===== src/rtl/i2c_srx_pkg.sv =====
package i2c_srx_pkg;
    localparam int ADDR_W = 7;

    typedef enum logic [2:0] {
        ST_IDLE,
        ST_ADDR,
        ST_AACK,
        ST_DATA,
        ST_DACK
    } srx_state_e;
endpackage


===== src/rtl/i2c_srx_sync.sv =====
module i2c_srx_sync #(
    parameter int STAGES = 2,
    parameter int LINES  = 2
) (
    input  logic             clk,
    input  logic             rst_n,
    input  logic [LINES-1:0] raw,
    output logic [LINES-1:0] lvl,
    output logic [LINES-1:0] rise,
    output logic [LINES-1:0] fall
);
    logic [STAGES-1:0] chain_q [LINES];
    logic [LINES-1:0]  prev_q;

    for (genvar i = 0; i < LINES; i++) begin : g_line
        always_ff @(posedge clk or negedge rst_n) begin
            if (!rst_n) begin
                chain_q[i] <= '1;
                prev_q[i]  <= 1'b1;
            end else begin
                chain_q[i] <= {chain_q[i][STAGES-2:0], raw[i]};
                prev_q[i]  <= chain_q[i][STAGES-1];
            end
        end
        assign lvl[i]  = chain_q[i][STAGES-1];
        assign rise[i] = chain_q[i][STAGES-1] & ~prev_q[i];
        assign fall[i] = ~chain_q[i][STAGES-1] & prev_q[i];
    end
endmodule


===== src/rtl/i2c_srx_match.sv =====
module i2c_srx_match
    import i2c_srx_pkg::*;
#(
    parameter int                NSLOT     = 3,
    parameter logic [ADDR_W-1:0] GC_ADDR   = 7'h00,
    parameter logic [ADDR_W-1:0] HOST_ADDR = 7'h08,
    localparam int               NM        = NSLOT + 2
) (
    input  logic [ADDR_W-1:0]       addr,
    input  logic [NSLOT*ADDR_W-1:0] slot_addr,
    input  logic [NSLOT-1:0]        slot_en,
    input  logic                    gc_en,
    input  logic                    host_en,
    output logic [NM-1:0]           hit
);
    logic [NM-1:0] raw;

    for (genvar k = 0; k < NSLOT; k++) begin : g_slot
        assign raw[k] = slot_en[k] && (addr == slot_addr[k*ADDR_W +: ADDR_W]);
    end
    assign raw[NSLOT]   = gc_en && (addr == GC_ADDR);
    assign raw[NSLOT+1] = host_en && (addr == HOST_ADDR);

    // lowest index wins
    assign hit = raw & (~raw + NM'(1));
endmodule


===== src/rtl/i2c_srx_top.sv =====
module i2c_srx_top
    import i2c_srx_pkg::*;
#(
    parameter int                NSLOT       = 3,
    parameter int                SYNC_STAGES = 2,
    parameter logic [ADDR_W-1:0] GC_ADDR     = 7'h00,
    parameter logic [ADDR_W-1:0] HOST_ADDR   = 7'h08
) (
    input  logic                    clk,
    input  logic                    rst_n,
    input  logic                    scl_in,
    input  logic                    sda_in,
    input  logic [NSLOT*ADDR_W-1:0] slot_addr,
    input  logic [NSLOT-1:0]        slot_en,
    input  logic                    gc_en,
    input  logic                    host_en,
    input  logic                    ack_val,
    input  logic                    rd_en,
    input  logic                    stop_clr,
    output logic [7:0]              rdata,
    output logic                    rx_full,
    output logic [NSLOT-1:0]        match_slot,
    output logic                    match_gc,
    output logic                    match_host,
    output logic                    stop_flag,
    output logic                    scl_drive_low,
    output logic                    sda_drive_low
);
    localparam int NM      = NSLOT + 2;
    localparam int CNT_W   = 4;
    localparam logic [CNT_W-1:0] LAST_BIT = CNT_W'(8);
    localparam logic [CNT_W-1:0] HOLD_BIT = CNT_W'(7);

    typedef struct packed {
        srx_state_e     st;
        logic [CNT_W-1:0] cnt;
        logic [7:0]     sh;
        logic [7:0]     dat;
        logic           full;
        logic           stopf;
        logic [NM-1:0]  match;
        logic [NM-1:0]  pend;
        logic           scl_low;
        logic           sda_low;
    } srx_regs_t;

    srx_regs_t q, d;

    logic [1:0] lvl, rise, fall;
    logic       scl_rise, scl_fall, start_ev, stop_ev;
    logic [NM-1:0] hit;

    i2c_srx_sync #(.STAGES(SYNC_STAGES), .LINES(2)) u_sync (
        .clk  (clk),
        .rst_n(rst_n),
        .raw  ({sda_in, scl_in}),
        .lvl  (lvl),
        .rise (rise),
        .fall (fall)
    );

    assign scl_rise = rise[0];
    assign scl_fall = fall[0];
    assign start_ev = fall[1] & lvl[0];
    assign stop_ev  = rise[1] & lvl[0];

    i2c_srx_match #(.NSLOT(NSLOT), .GC_ADDR(GC_ADDR), .HOST_ADDR(HOST_ADDR)) u_match (
        .addr     (q.sh[7:1]),
        .slot_addr(slot_addr),
        .slot_en  (slot_en),
        .gc_en    (gc_en),
        .host_en  (host_en),
        .hit      (hit)
    );

    always_comb begin
        d = q;
        if (rd_en) begin
            d.full    = 1'b0;
            d.scl_low = 1'b0;
        end
        if (stop_clr) d.stopf = 1'b0;

        if (start_ev) begin
            d.st      = ST_ADDR;
            d.cnt     = '0;
            d.match   = '0;
            d.pend    = '0;
            d.sda_low = 1'b0;
            d.scl_low = 1'b0;
        end else if (stop_ev) begin
            d.st      = ST_IDLE;
            d.match   = '0;
            d.stopf   = 1'b1;
            d.sda_low = 1'b0;
            d.scl_low = 1'b0;
        end else begin
            unique case (q.st)
                ST_ADDR: begin
                    if (scl_rise) begin
                        d.sh  = {q.sh[6:0], lvl[1]};
                        d.cnt = q.cnt + CNT_W'(1);
                    end else if (scl_fall && q.cnt == LAST_BIT) begin
                        if (hit != '0 && !q.sh[0]) begin
                            d.pend    = hit;
                            d.sda_low = !ack_val;
                            d.st      = ST_AACK;
                        end else begin
                            d.st = ST_IDLE;
                        end
                    end
                end
                ST_AACK: begin
                    if (scl_rise) begin
                        d.match = q.pend;
                        d.dat   = q.sh;
                        d.full  = 1'b1;
                    end else if (scl_fall) begin
                        d.sda_low = 1'b0;
                        d.cnt     = '0;
                        d.st      = ST_DATA;
                    end
                end
                ST_DATA: begin
                    if (scl_rise) begin
                        d.sh  = {q.sh[6:0], lvl[1]};
                        d.cnt = q.cnt + CNT_W'(1);
                    end else if (scl_fall) begin
                        if (q.cnt == HOLD_BIT && d.full) d.scl_low = 1'b1;
                        if (q.cnt == LAST_BIT) begin
                            d.dat     = q.sh;
                            d.full    = 1'b1;
                            d.sda_low = !ack_val;
                            d.st      = ST_DACK;
                        end
                    end
                end
                ST_DACK: begin
                    if (scl_fall) begin
                        d.sda_low = 1'b0;
                        d.cnt     = '0;
                        d.st      = ST_DATA;
                    end
                end
                default: ;
            endcase
        end
    end

    always_ff @(posedge clk or negedge rst_n) begin
        if (!rst_n) begin
            q    <= '0;
            q.st <= ST_IDLE;
        end else begin
            q <= d;
        end
    end

    assign rdata         = q.dat;
    assign rx_full       = q.full;
    assign match_slot    = q.match[NSLOT-1:0];
    assign match_gc      = q.match[NSLOT];
    assign match_host    = q.match[NSLOT+1];
    assign stop_flag     = q.stopf;
    assign scl_drive_low = q.scl_low;
    assign sda_drive_low = q.sda_low;


    one_match_chk: assert property (@(posedge clk) disable iff (!rst_n)
        $onehot0(q.match));

    stop_clears_match_chk: assert property (@(posedge clk) disable iff (!rst_n)
        stop_ev |=> (q.match == '0));

    stop_sets_flag_chk: assert property (@(posedge clk) disable iff (!rst_n)
        stop_ev |=> q.stopf);

    stretch_needs_full_chk: assert property (@(posedge clk) disable iff (!rst_n)
        $rose(q.scl_low) |-> q.full);

    stretch_hold_chk: assert property (@(posedge clk) disable iff (!rst_n)
        (q.scl_low && !rd_en && !start_ev && !stop_ev) |=> q.scl_low);

    ack_level_chk: assert property (@(posedge clk) disable iff (!rst_n)
        $rose(q.sda_low) |-> !$past(ack_val));
endmodule


===== config.mk =====
export PLATFORM = sky130hd
export DESIGN_NAME = i2c_srx_top
export DESIGN_NICKNAME = d
export VERILOG_FILES = /design/src/rtl/i2c_srx_pkg.sv /design/src/rtl/i2c_srx_sync.sv /design/src/rtl/i2c_srx_match.sv /design/src/rtl/i2c_srx_top.sv
export SDC_FILE = /design/constraint.sdc
export NUM_CORES = 1
export LEC_CHECK = 0
export BUFFER_PORTS_ARGS = -buffer_cell sky130_fd_sc_hd__buf_4
export CAP_MARGIN = 10
export CORE_ASPECT_RATIO = 1.25
export CORE_MARGIN = 1.5
export CORE_UTILIZATION = 30
export CTS_CLUSTER_DIAMETER = 200
export DETAILED_ROUTE_END_ITERATION = 10
export GPL_TIMING_DRIVEN = 0
export PLACE_DENSITY = 0.56
export SLEW_MARGIN = 20
export SYNTH_ARGS = -nofsm -noshare
export SYNTH_HDL_FRONTEND = slang
export SYNTH_SLANG_ARGS = --single-unit

===== constraint.sdc =====
create_clock -name clk -period 4.8 [get_ports clk]
set_input_delay 0.72 -clock clk [delete_from_list [all_inputs] [get_ports clk]]
set_output_delay 0.72 -clock clk [all_outputs]
set_load 0.05 [all_outputs]

==> results.yml <==
setup_path:
  slowest_stage: "o21ai_2"
  rr_worst_depth: 7
  cp_top_family: "compound AO/OA/AOI/OAI gates"
  critPathArrivalTime_ns: 2.24
  crit_buf_inv: 1
  crit_type: "flip-flop to flip-flop"
  critPathMaxStageDelay_ns: 0.50
  required_ns: 4.97
  start_kind: "flip-flop"
  cp-end-kind: "flip-flop"
  path_cells: "inv_1, ha_1, and3b_1, nand2_1, nor2_1, o21ai_2, mux2_1"
  crit_fanout: 9
  rrSetupSlack_ns: 2.73
  crit_cells: 7
clock_tree:
  htreeDepth: 2
  clockBufferDepth: 2
  cts_made_buffers: 5
  post_cts_buffers: 0
  insertion_delay_ns: 0.29
  cts_tree: "done"
  cts-resized-gates: 0
  cts_sinks: 43
  root_buffer: "clkbuf_8"
  clk_pin_slew_ns: 0.08
  hold_buffers: 0
timing:
  fin_crit_ns: 2.07
  setup_tns_ns: 0
  hold_viol: 0
  finalCritPeriodShare_pct: 43.1
  rsz0062_at_grt: "false"
  clock_skew_ns: 0.00810
  fmax_ghz: 0.483
  hold_ws_ns: 0.357
  setup_viol_count_final: 0
  worst_slew_pin_slew_ns: 0.627
  report.final.slew_viol_count: 0
  slew_headroom_pct: 58.2
route:
  drc: 0
  routed_wl_um: 4850
  route.vias.total: 1682
  ant_nets: 0
  vias_per_cell: 4.58
  drtPass1Iterations: 4
  dr.first_iter.drc_count: 95
  wire_per_inst_um: 13.2
logic_synthesis:
  synth_top_flop_cell: "dfrtp_1"
  yosysWarnings: 0
  syn_area_mm2: 0.00235
  netlist_top_cells_area: "dfrtp_1 39%, xnor2_1 8.6%, dfstp_2 6.7%"
  ys_types: 43
  syn-num-nets: 253
  synth_top_cell_area_share_pct: 39.5
  synth_most_common_cell: "dfrtp_1"
  async_flop_share_pct: 100
  synth_area_per_cell_um2: 10.8
  synthesis.instances: 218
  synth.largest_area_cell: "dfrtp_1"
  synthTopCellsByCount: "37 x dfrtp_1, 23 x xnor2_1, 19 x nor2_1"
  ys_seq_area_share_pct: 46.2
  ys_ff_latch: 43
  synth_edf_count: 0
global_routing:
  grt_pass1_vias: 1653
  grt_pass1_wl_um: 8120
  grt_start_max_net_pins: 44
  antenna_found_initial: 0
  grt-ovfl-total: 0
  grt_use_total_pct: 12.8
power:
  irDropWorstVdd_mv: 0.196
  leakage_nw: 1.34
  p_per_area_mw_per_mm2: 336
floorplanning:
  die_y_um: 102
  ios: 50
  die-area_mm2: 0.00836
  die_w_um: 82.1
  placementRows: 35
  initial_core_util_pct: 31.3
  core_mm2: 0.00749
place:
  io_buffer_count: 49
  dp_hpwl_um: 3560
  place_congestion: 0.812
min_path:
  hold_path_depth: 0
  hp-class: "flip-flop to flip-flop"
run:
  maxCapViolCount: 0
run_status:
  status: "finished clean"
cells_and_area:
  nets: 309
  diodes: 0
  area_growth_pct: 24.0
  drive_above_1_share_pct: 34.2
==> power breakdown <==
group          total (W)  switching (W)  internal, W
combinational   0.000326       0.000162     0.000164
clock           0.000219       0.000115     0.000103
sequential      0.000432      0.0000255     0.000406
total           0.000977       0.000303     0.000674
==> worst register-to-register path, stage by stage, from the launching register on <==
cell     delay (ns)
dfrtp_1        0.43
inv_1          0.07
ha_1           0.19
and3b_1        0.22
nand2_1        0.11
nor2_1         0.06
o21ai_2        0.50
mux2_1         0.38
==> kinds of logic after synthesis <==
logic type	synth area share (%)
fa+ha+maj	1.07
buf+inv	7.84
mux	14.1
compound gates	6.67
simple gates	14.8
xor+xnor	9.33
flops	46.2
==> area by class of cell <==
cell class / count / area, um^2
clock buffer: 8 / 80.1
buffer: 25 / 165
sequential: 43 / 1080
inverter: 5 / 18.8
fill: 748 / 4580
tap: 92 / 115
multi-input combinational: 145 / 1080
timing repair buffer: 49 / 368
==> metal layers <==
layer | up-vias | share of wire [%] | GRT usage, %
met1 | 793 | 44 | 16.5
met2 | 42 | 50 | 21.0
met3 | 4 | 4.4 | 2.77
li1 | 843 | - | -
met5 | - | 0 | 0
met4 | 0 | 1.2 | 4.30
==> worst paths after layout <==
| check | start | endpoint |
|---|---|---|
| max in group asynchronous | rst_n | u_sync.prev_q[1] |
| hold / removal | u_sync.chain_q[0] | u_sync.lvl[1] |
| setup reg to reg | q[30] | rdata[3] |
| min in group asynchronous | rst_n | q[30] |
| hold reg to reg | u_sync.chain_q[0] | u_sync.lvl[1] |
| setup / recovery | q[30] | rdata[3] |
==> metrics by stage <==
stage | std cells | setup WS, ns | utilization, % | total power [W] | cell area [um^2]
floorplan | 218 | 2.97 | - | 0.000683 | 2350
global placement | 359 | 2.71 | 37.8 | 0.000761 | 2830
detailed placement | 359 | 2.65 | 37.8 | 0.000770 | 2830
CTS | 367 | 2.72 | 38.8 | 0.000995 | 2910
global route | 367 | 2.64 | 38.8 | 0.00104 | 2910
finish | 367 | 2.73 | 38.8 | 0.000977 | 2910
==> flip-flops by register name (all words and copies together) (netlist names) <==
register	cells
scl_drive_low	1
q	20
stop_flag	1
u_sync.lvl	2
rx_full	1
match_gc	1
sda_drive_low	1
match_host	1
match_slot	3
u_sync.prev_q	2
u_sync.chain_q	2
rdata	8
==> cell usage in the layout (no fill, tap or decap), types with 2 or more instances in the layout <==
cell type | netlist | layout
a21oi_1 | 4 | 4
nor2b_1 | 5 | 5
ha_1 | 2 | 2
nand3_1 | 5 | 5
o21ai_0 | 3 | 3
buf_6 | 2 | 2
dfrtp_1 | 37 | 37
nor4_1 | 2 | 2
xor2_1 | 2 | 2
nand4_1 | 7 | 7
clkbuf_1 | 2 | 5
clkbuf_8 | 0 | 5
xnor2_1 | 23 | 23
o211ai_1 | 2 | 2
nor2_1 | 19 | 19
nand2b_1 | 4 | 4
dfstp_2 | 6 | 6
nor3_1 | 2 | 2
nand2_1 | 14 | 14
o21ai_1 | 5 | 5
mux2_1 | 8 | 8
buf_4 | 12 | 61
inv_1 | 5 | 5
mux2i_1 | 12 | 12
buf_2 | 9 | 9
mux2_4 | 8 | 8
Note: power is estimated with default switching activity, not from simulation.
